[config.mk]
export PLATFORM = sky130hd
export DESIGN_NAME = can_rx_irq_gen
export DESIGN_NICKNAME = d
export VERILOG_FILES = /design/src/rtl/can_rxirq_pkg.sv /design/src/rtl/rxirq_regs.sv /design/src/rtl/rxirq_imm_detect.sv /design/src/rtl/rxirq_thr_track.sv /design/src/rtl/can_rx_irq_gen.sv
export SDC_FILE = /design/constraint.sdc
export NUM_CORES = 1
export LEC_CHECK = 0
export ABC_AREA = 1
export BUFFER_PORTS_ARGS = -buffer_cell sky130_fd_sc_hd__buf_2
export CORE_ASPECT_RATIO = 1.75
export CORE_MARGIN = 5
export CORE_UTILIZATION = 49
export DETAILED_ROUTE_END_ITERATION = 12
export HOLD_SLACK_MARGIN = 0.05
export PLACE_DENSITY_LB_ADDON = 0.2
export SYNTH_ARGS = -nofsm -noshare
export SYNTH_HDL_FRONTEND = slang
export SYNTH_HIERARCHICAL = 1
export SYNTH_SLANG_ARGS = --single-unit
export TNS_END_PERCENT = 50
[constraint.sdc]
create_clock -name clk -period 1.7 [get_ports clk]
set_clock_uncertainty 0.05 [all_clocks]
set_input_delay 0.17 -clock clk [delete_from_list [all_inputs] [get_ports clk]]
set_output_delay 0.17 -clock clk [all_outputs]
set_load 0.02 [all_outputs]
[src/rtl/can_rxirq_pkg.sv]
package can_rxirq_pkg;

  // Mask with one bit set for every filter that belongs to a built bank.
  function automatic logic [63:0] built_mask(input int nbanks, input int per_bank);
    logic [63:0] m;
    m = '0;
    for (int i = 0; i < 64; i++) begin
      if (i < nbanks * per_bank) m[i] = 1'b1;
    end
    return m;
  endfunction

  // Strict "greater than" between a FIFO level and the programmed threshold.
  function automatic logic above_threshold(input logic [15:0] level, input logic [15:0] thr);
    return level > thr;
  endfunction

endpackage

[src/rtl/rxirq_regs.sv]
module rxirq_regs #(
  parameter int MAX_BANKS  = 4,
  parameter int PER_BANK   = 2,
  parameter int NUM_BANKS  = 3,
  parameter int ADDR_W     = 5,
  parameter int DATA_W     = 8,
  parameter int LVL_W      = 8,
  parameter int PRIO_ADDR  = 31,
  parameter int THR_ADDR   = 30,
  localparam int TOTAL_F   = MAX_BANKS * PER_BANK
) (
  input  logic              clk,
  input  logic              rst_n,
  input  logic              reg_wr,
  input  logic [ADDR_W-1:0] reg_addr,
  input  logic [DATA_W-1:0] reg_wdata,
  output logic [DATA_W-1:0] reg_rdata,
  output logic [TOTAL_F-1:0] prio_bits,
  output logic [LVL_W-1:0]  thr_level
);
  import can_rxirq_pkg::*;

  localparam logic [63:0] MASK_W = built_mask(NUM_BANKS, PER_BANK);
  localparam logic [TOTAL_F-1:0] BUILT = MASK_W[TOTAL_F-1:0];

  logic [TOTAL_F-1:0] prio_q;
  logic [LVL_W-1:0]   thr_q;
  logic               hit_prio_addr;
  logic               hit_thr_addr;
  logic               wr_prio;
  logic               wr_thr;

  assign hit_prio_addr = (reg_addr == ADDR_W'(PRIO_ADDR));
  assign hit_thr_addr  = (reg_addr == ADDR_W'(THR_ADDR));
  assign wr_prio       = reg_wr && hit_prio_addr;
  assign wr_thr        = reg_wr && hit_thr_addr;

  always_ff @(posedge clk) begin
    if (!rst_n) begin
      prio_q <= '0;
      thr_q  <= '0;
    end else begin
      if (wr_prio) prio_q <= reg_wdata[TOTAL_F-1:0] & BUILT;
      if (wr_thr)  thr_q  <= reg_wdata[LVL_W-1:0];
    end
  end

  always_comb begin
    reg_rdata = '0;
    if (hit_prio_addr)     reg_rdata = DATA_W'(prio_q);
    else if (hit_thr_addr) reg_rdata = DATA_W'(thr_q);
  end

  assign prio_bits = prio_q;
  assign thr_level = thr_q;

  // a priority write is visible on the following cycle, masked to built banks
  a_r2_prio_write: assert property (@(posedge clk) disable iff (!rst_n)
    wr_prio |=> prio_q == ($past(reg_wdata[TOTAL_F-1:0]) & BUILT));

  // unbuilt-bank bits never hold a one
  a_r3_unbuilt_zero: assert property (@(posedge clk) disable iff (!rst_n)
    (prio_q & ~BUILT) == '0);

  // the threshold register keeps its value when not written
  a_r4_thr_hold: assert property (@(posedge clk) disable iff (!rst_n)
    !wr_thr |=> $stable(thr_q));

endmodule

[src/rtl/rxirq_imm_detect.sv]
module rxirq_imm_detect #(
  parameter int MAX_BANKS = 4,
  parameter int PER_BANK  = 2,
  parameter int NUM_BANKS = 3,
  localparam int TOTAL_F  = MAX_BANKS * PER_BANK
) (
  input  logic               clk,
  input  logic               rst_n,
  input  logic               store_stb,
  input  logic [TOTAL_F-1:0] filt_hit,
  input  logic [TOTAL_F-1:0] prio_bits,
  input  logic               irq_clr,
  output logic               imm_event,
  output logic               imm_pend
);
  logic [TOTAL_F-1:0] urgent_match;

  // One slot per filter; banks that are not built contribute nothing.
  for (genvar b = 0; b < MAX_BANKS; b++) begin : g_bank
    for (genvar f = 0; f < PER_BANK; f++) begin : g_filt
      localparam int IDX = b * PER_BANK + f;
      if (b < NUM_BANKS) begin : g_built
        assign urgent_match[IDX] = filt_hit[IDX] & prio_bits[IDX];
      end else begin : g_absent
        assign urgent_match[IDX] = 1'b0;
      end
    end
  end

  assign imm_event = store_stb && (|urgent_match);

  always_ff @(posedge clk) begin
    if (!rst_n)         imm_pend <= 1'b0;
    else if (imm_event) imm_pend <= 1'b1;
    else if (irq_clr)   imm_pend <= 1'b0;
  end

  // an urgent store always leaves the pending flag set (also covers R11)
  a_r5_imm_sets: assert property (@(posedge clk) disable iff (!rst_n)
    imm_event |=> imm_pend);

  // the immediate flag only rises after a store strobe
  a_r6_needs_store: assert property (@(posedge clk) disable iff (!rst_n)
    $rose(imm_pend) |-> $past(store_stb));

  // filter hits are one-hot whenever they are sampled
  a_r6_onehot_hit: assert property (@(posedge clk) disable iff (!rst_n)
    store_stb |-> $onehot0(filt_hit));

  // without a clear the immediate flag does not fall
  a_r9_imm_sticky: assert property (@(posedge clk) disable iff (!rst_n)
    (imm_pend && !irq_clr) |=> imm_pend);

endmodule

[src/rtl/rxirq_thr_track.sv]
module rxirq_thr_track #(
  parameter int LVL_W = 8
) (
  input  logic             clk,
  input  logic             rst_n,
  input  logic [LVL_W-1:0] fifo_level,
  input  logic [LVL_W-1:0] thr_level,
  input  logic             irq_clr,
  output logic             thr_over,
  output logic             thr_cross,
  output logic             thr_pend
);
  import can_rxirq_pkg::*;

  logic over_q;

  assign thr_over  = above_threshold(16'(fifo_level), 16'(thr_level));
  assign thr_cross = thr_over && !over_q;

  always_ff @(posedge clk) begin
    if (!rst_n) begin
      over_q   <= 1'b0;
      thr_pend <= 1'b0;
    end else begin
      over_q <= thr_over;
      if (thr_cross)                 thr_pend <= 1'b1;
      else if (irq_clr || !thr_over) thr_pend <= 1'b0;
    end
  end

  // a crossing sets the threshold flag
  a_r7_cross_sets: assert property (@(posedge clk) disable iff (!rst_n)
    thr_cross |=> thr_pend);

  // the threshold flag is gone once the level is not above the threshold
  a_r9_self_clear: assert property (@(posedge clk) disable iff (!rst_n)
    !thr_over |=> !thr_pend);

  // after a clear the flag cannot return without a fresh crossing
  a_r8_no_rearm: assert property (@(posedge clk) disable iff (!rst_n)
    (irq_clr && !thr_cross) |=> !thr_pend);

endmodule

[src/rtl/can_rx_irq_gen.sv]
module can_rx_irq_gen #(
  parameter int MAX_BANKS = 4,
  parameter int PER_BANK  = 2,
  parameter int NUM_BANKS = 3,
  parameter int ADDR_W    = 5,
  parameter int DATA_W    = 8,
  parameter int LVL_W     = 8,
  parameter int PRIO_ADDR = 31,
  parameter int THR_ADDR  = 30,
  localparam int TOTAL_F  = MAX_BANKS * PER_BANK
) (
  input  logic               clk,
  input  logic               rst_n,
  input  logic               reg_wr,
  input  logic [ADDR_W-1:0]  reg_addr,
  input  logic [DATA_W-1:0]  reg_wdata,
  output logic [DATA_W-1:0]  reg_rdata,
  input  logic               store_stb,
  input  logic [TOTAL_F-1:0] filt_hit,
  input  logic [LVL_W-1:0]   fifo_level,
  input  logic               irq_clr,
  output logic               rx_irq
);
  logic [TOTAL_F-1:0] prio_bits;
  logic [LVL_W-1:0]   thr_level;
  logic               imm_event;
  logic               imm_pend;
  logic               thr_over;
  logic               thr_cross;
  logic               thr_pend;

  rxirq_regs #(
    .MAX_BANKS(MAX_BANKS), .PER_BANK(PER_BANK), .NUM_BANKS(NUM_BANKS),
    .ADDR_W(ADDR_W), .DATA_W(DATA_W), .LVL_W(LVL_W),
    .PRIO_ADDR(PRIO_ADDR), .THR_ADDR(THR_ADDR)
  ) u_regs (
    .clk(clk), .rst_n(rst_n), .reg_wr(reg_wr), .reg_addr(reg_addr),
    .reg_wdata(reg_wdata), .reg_rdata(reg_rdata),
    .prio_bits(prio_bits), .thr_level(thr_level)
  );

  rxirq_imm_detect #(
    .MAX_BANKS(MAX_BANKS), .PER_BANK(PER_BANK), .NUM_BANKS(NUM_BANKS)
  ) u_imm (
    .clk(clk), .rst_n(rst_n), .store_stb(store_stb), .filt_hit(filt_hit),
    .prio_bits(prio_bits), .irq_clr(irq_clr),
    .imm_event(imm_event), .imm_pend(imm_pend)
  );

  rxirq_thr_track #(.LVL_W(LVL_W)) u_thr (
    .clk(clk), .rst_n(rst_n), .fifo_level(fifo_level), .thr_level(thr_level),
    .irq_clr(irq_clr), .thr_over(thr_over), .thr_cross(thr_cross),
    .thr_pend(thr_pend)
  );

  // Both sources merge into one flag; simultaneous events give one level.
  assign rx_irq = imm_pend | thr_pend;

  // any source event in a cycle leaves the interrupt set
  a_r10_any_event: assert property (@(posedge clk) disable iff (!rst_n)
    (imm_event || thr_cross) |=> rx_irq);

  // a clear with no new event drops the interrupt
  a_r8_clear: assert property (@(posedge clk) disable iff (!rst_n)
    (irq_clr && !imm_event && !thr_cross) |=> !rx_irq);

  // the interrupt never rises without a cause in the prior cycle
  a_r1_no_spurious: assert property (@(posedge clk) disable iff (!rst_n)
    $rose(rx_irq) |-> $past(imm_event || thr_cross));

endmodule

# Word-level counts from Yosys, hierarchy flattened
# Index checks and enable logic that the tools add are counted.
# W data, S select, Z words.
[op_classes] magnitude_cmp=1 n_eq_ne=2 muxes=6 n_bitwise=7 reduce_logical=10
[ops] cell="$mux W8" n=2
[ops] cell="$eq A5 B5 Y1 const B" n=2
[ops] cell="$gt A8 B8 Y1" n=1
[ops] cell="$and A1 B1 Y1" n=6
[ops] cell="$reduce_or A6 Y1" n=1
[ops] cell="$logic_and A1 B1 Y1" n=4
[ops] cell="$mux W1" n=4
[ops] cell="$reduce_bool A2 Y1" n=2
[ops] cell="$logic_not A1 Y1" n=2
[ops] cell="$logic_or A1 B1 Y1" n=1
[ops] cell="$or A1 B1 Y1" n=1
[word_totals] ff_bits=17 inputBits=34 output_inout_bits=9 elab_cells=31

# Depth between registers and ports, before layout
[depth] word_depth=5 ltp_mapped=11 ltp_nobuf=11

# Modules after synthesis
# The synthesis kept the hierarchy.
[by_module_without_submodules] module="rxirq_regs" instances=1 cells_per_inst=131 area_each_um2=830.8
[by_module_without_submodules] module="rxirq_thr_track" instances=1 cells_per_inst=45 area_each_um2=300.3
[by_module_without_submodules] module="rxirq_imm_detect" instances=1 cells_per_inst=19 area_each_um2=95.1
[by_module_without_submodules] module="can_rx_irq_gen" instances=1 cells_per_inst=3 area_each_um2=11.3

# Worst setup path after synthesis
# OpenSTA, ideal clock, no wires.
[synth_timing] path_type="register to register" from="reg u_regs.thr_q[7], in the netlist u_regs/thr_level[7]" to="reg u_thr.thr_pend" setup_time_ns=0.119 arrival_ns=1.059 required_time_ns=1.531 setup_slack_ns=0.472 stages_incl_launch_ff=8 cell_sequence="dfxtp_1 > inv_1 > ha_1 > a21o_1 > nor2_1 > nand2_2 > nand3_2 > nor2_2"
[synth_between] elab_chain_cells=4 word_cells_on_any_way=6 cone_classes="order compare (1); mux (1); reduce/logical (4)"
[synth_lines] item="start: declaration" line_no="rxirq_regs.sv:27" source="logic [LVL_W-1:0] thr_q;"
[synth_lines] item="start signal: assignment" line_no="rxirq_regs.sv:44" source="if (wr_thr) thr_q <= reg_wdata[LVL_W-1:0];"
[synth_lines] item="$gt A8 B8 Y1 (*)" line_no="can_rxirq_pkg.sv:15" source="return level > thr;"
[synth_lines] item="$logic_not A1 Y1" line_no="rxirq_thr_track.sv:27" source="else if (irq_clr || !thr_over) thr_pend <= 1'b0;"
[synth_lines] item="$logic_or A1 B1 Y1" line_no="rxirq_thr_track.sv:27"
[synth_lines] item="$reduce_bool A2 Y1 (no line)"
[synth_lines] item="end signal: assignment" line_no="rxirq_thr_track.sv:23" source="thr_pend <= 1'b0;"
[synth_lines] item="end signal: assignment" line_no="rxirq_thr_track.sv:26" source="if (thr_cross) thr_pend <= 1'b1;"
[synth_lines] item="end signal: assignment" line_no="rxirq_thr_track.sv:27"
[synth_lines] item="end: declaration" line_no="rxirq_thr_track.sv:11" source="output logic thr_pend"
# Every way passes the cells marked *; elsewhere a longest branch is shown, timed or not.
# A chain may end at the register's enable or synchronous reset.

# Worst setup path in the final report
[layout_timing] from="reg u_regs.thr_q[5], in the netlist u_regs/thr_level[5]" to="reg u_thr.thr_pend"
# Same word-level chain as after synthesis.

==> results.md <==
* Core Area at 0.00233 mm²
* Cells after Synth at 191
* Worst-Margin Slew at 0.321 ns
* Net count, final at 277
* Num CTS Buffers at 3
* Critical path cell sequence: inv_1 -> ha_1 -> a21oi_1 -> nor2_1 -> nor2_1 -> nand2_2 -> nand3_2 -> nor2_2
* Reg2reg setup slack at 0.41 ns
* ANT nets after route at 0
* Die ar. at 0.00358 mm²
* First DRT Iteration DRCs at 25
* Min-delay src: store_stb
* Minimum clock period at 1.29 ns
* Most frequent cells in the layout: inv_1 (54), nand2_1 (49), buf_2 (40)
* WHS Path Cells at 3
* Syn_nets at 233
* Reg2reg start: u_regs/thr_level[5]
* CP Launch Type: register
* Hpwl dp at 2.20 mm
* Routed wire length at 2.66 mm
* Area post-placement at 0.00144 mm²
* Routed vias at 1215
* Area grow syn2layout at 23.4%
* Worst path required time at 1.79 ns
* Grt ovf at 0
* Worst-path clk slew at 0.07 ns
* GPL Wtd Cong at 0.847
* Largest net degree at the start of global routing at 17
* Power density over the cells at 577 mW/mm²
* Setup crit end kind: register
* Endpoints failing hold at 0
* Endpoint with the worst hold slack: u_imm/imm_pend
* Initial antenna violation count at 0
* Initial Utilization at 51.5%
* H-Tree Depth at 1
* Kind of critical path: reg2reg
* Row count at 23
* Final setup TNS at 0 ns
* Crit-path most repeated cell: nor2_1
* Vias in the first global route at 1189
* Die Y at 75.5 µm
* Post-CTS Resized at 0
* Vias/cell at 4.69
* Hold buffer count at CTS at 0
* DRC at 0
* Num ports at 43
* ANT cells at 0
* Post-layout util at 63.6%
* Clock Latency Late Sink at 0.25 ns
* Max_slew headroom at 78.6%
* Worst-path fanout max at 2
* CP peak stage delay at 0.34 ns
* Post-CTS setup buffer count at 0
* Proportion of layout cells with a drive suffix above 1 at 26.5%
* Bufs on Longest Clock Path at 2
* Peak supply drop at 0.417 mV
* Outcome: finished, final reports clean
* Tcrit/Tclk final at 75.8%
* Synthesis Warnings at 6
* Netlist Area Pre-Place at 0.00120 mm²
* I/O Buffers at 40
* Max-slew violations at 0
* RR Endpoint: u_thr/thr_pend
* Worst Setup Slack, final at 0.412 ns
* Drt pass-1 iters at 4
* Fmax at 0.776 GHz
* First-pass GRT wire length at 4.57 mm
* Max cap viols at 0
* CP max stage cell: dfxtp_1
* RSZ-0062 raised after global routing: false
* Syn_area_per_cell at 6.29 µm²
* CTS tree: built
* Width of the chip at 47.4 µm
* R2R depth at 8
* CP arrival at 1.38 ns
* Total GRT Usage at 17.4%
* Final setup fails at 0
* Num Clock Sinks at 17
* Commonest non-fill, non-tap cell in the layout: inv_1
* Routed length per instance at 10.3 µm
* DP Worst Slack at 0.413 ns
* CTS root buf: clkbuf_8
* Final Cell Area at 0.00148 mm²
* Worst Hold Class: in2reg
* Leakage at 0.809 nW
-- flip-flops by register name (all words and copies together), names as in the netlist --
name and cells:
u_thr/thr_pend 1, u_regs/prio_bits 6, u_regs/thr_level 8, u_imm/imm_pend 1, u_thr/over_q 1
-- cell type report --
cell class | instances | area (µm²)
inverters | 56 | 210
flip-flops and latches | 17 | 340
multi-input cells | 114 | 632
clock inverters | 1 | 5.00
well taps | 25 | 31.3
fillers | 233 | 848
clock buffers | 3 | 41.3
repair buffers | 43 | 223
-- worst max path at each step --
stage	from	to	cells past startpoint
after floorplan	u_regs/thr_level[7]	u_thr/thr_pend	7
after global placement	u_regs/thr_level[7]	u_thr/thr_pend	7
after detailed placement	u_regs/thr_level[7]	u_thr/thr_pend	7
after CTS	u_regs/thr_level[5]	u_thr/thr_pend	8
after global routing	u_regs/thr_level[7]	u_thr/over_q	7
final	u_regs/thr_level[5]	u_thr/thr_pend	8
-- metal layers --
| metal | vias to the layer above | track usage (%) | part of all wire [%] |
|---|---|---|---|
| li1 | 661 | - | - |
| met3 | 2 | 2.84 | 5.6 |
| met5 | - | 0 | 0 |
| met4 | 0 | 5.54 | 0.72 |
| met2 | 33 | 31.9 | 54 |
| met1 | 519 | 19.2 | 40 |
-- critical path, delay by kind of cell, from the launching register on --
kind | cells | cell delay, ns
flops | 1 | 0.34
simple gates | 5 | 0.34
fa+ha+maj | 1 | 0.28
compound gates | 1 | 0.14
buf+inv | 1 | 0.04
-- stage by stage --
step | hold slack (ns) | total power [mW] | cells
after detailed placement | 0.376 | 0.572 | 255
after floorplan | 0.241 | 0.512 | 191
after CTS | 0.110 | 0.865 | 259
after global placement | 0.374 | 0.568 | 255
after global routing | 0.108 | 0.907 | 259
final | 0.113 | 0.856 | 259
-- where the power goes --
part           switching (mW)  internal (mW)
sequential            0.00340          0.407
combinational          0.0870         0.0643
clock                   0.132          0.162
Note: power is estimated with default switching activity, not from simulation.
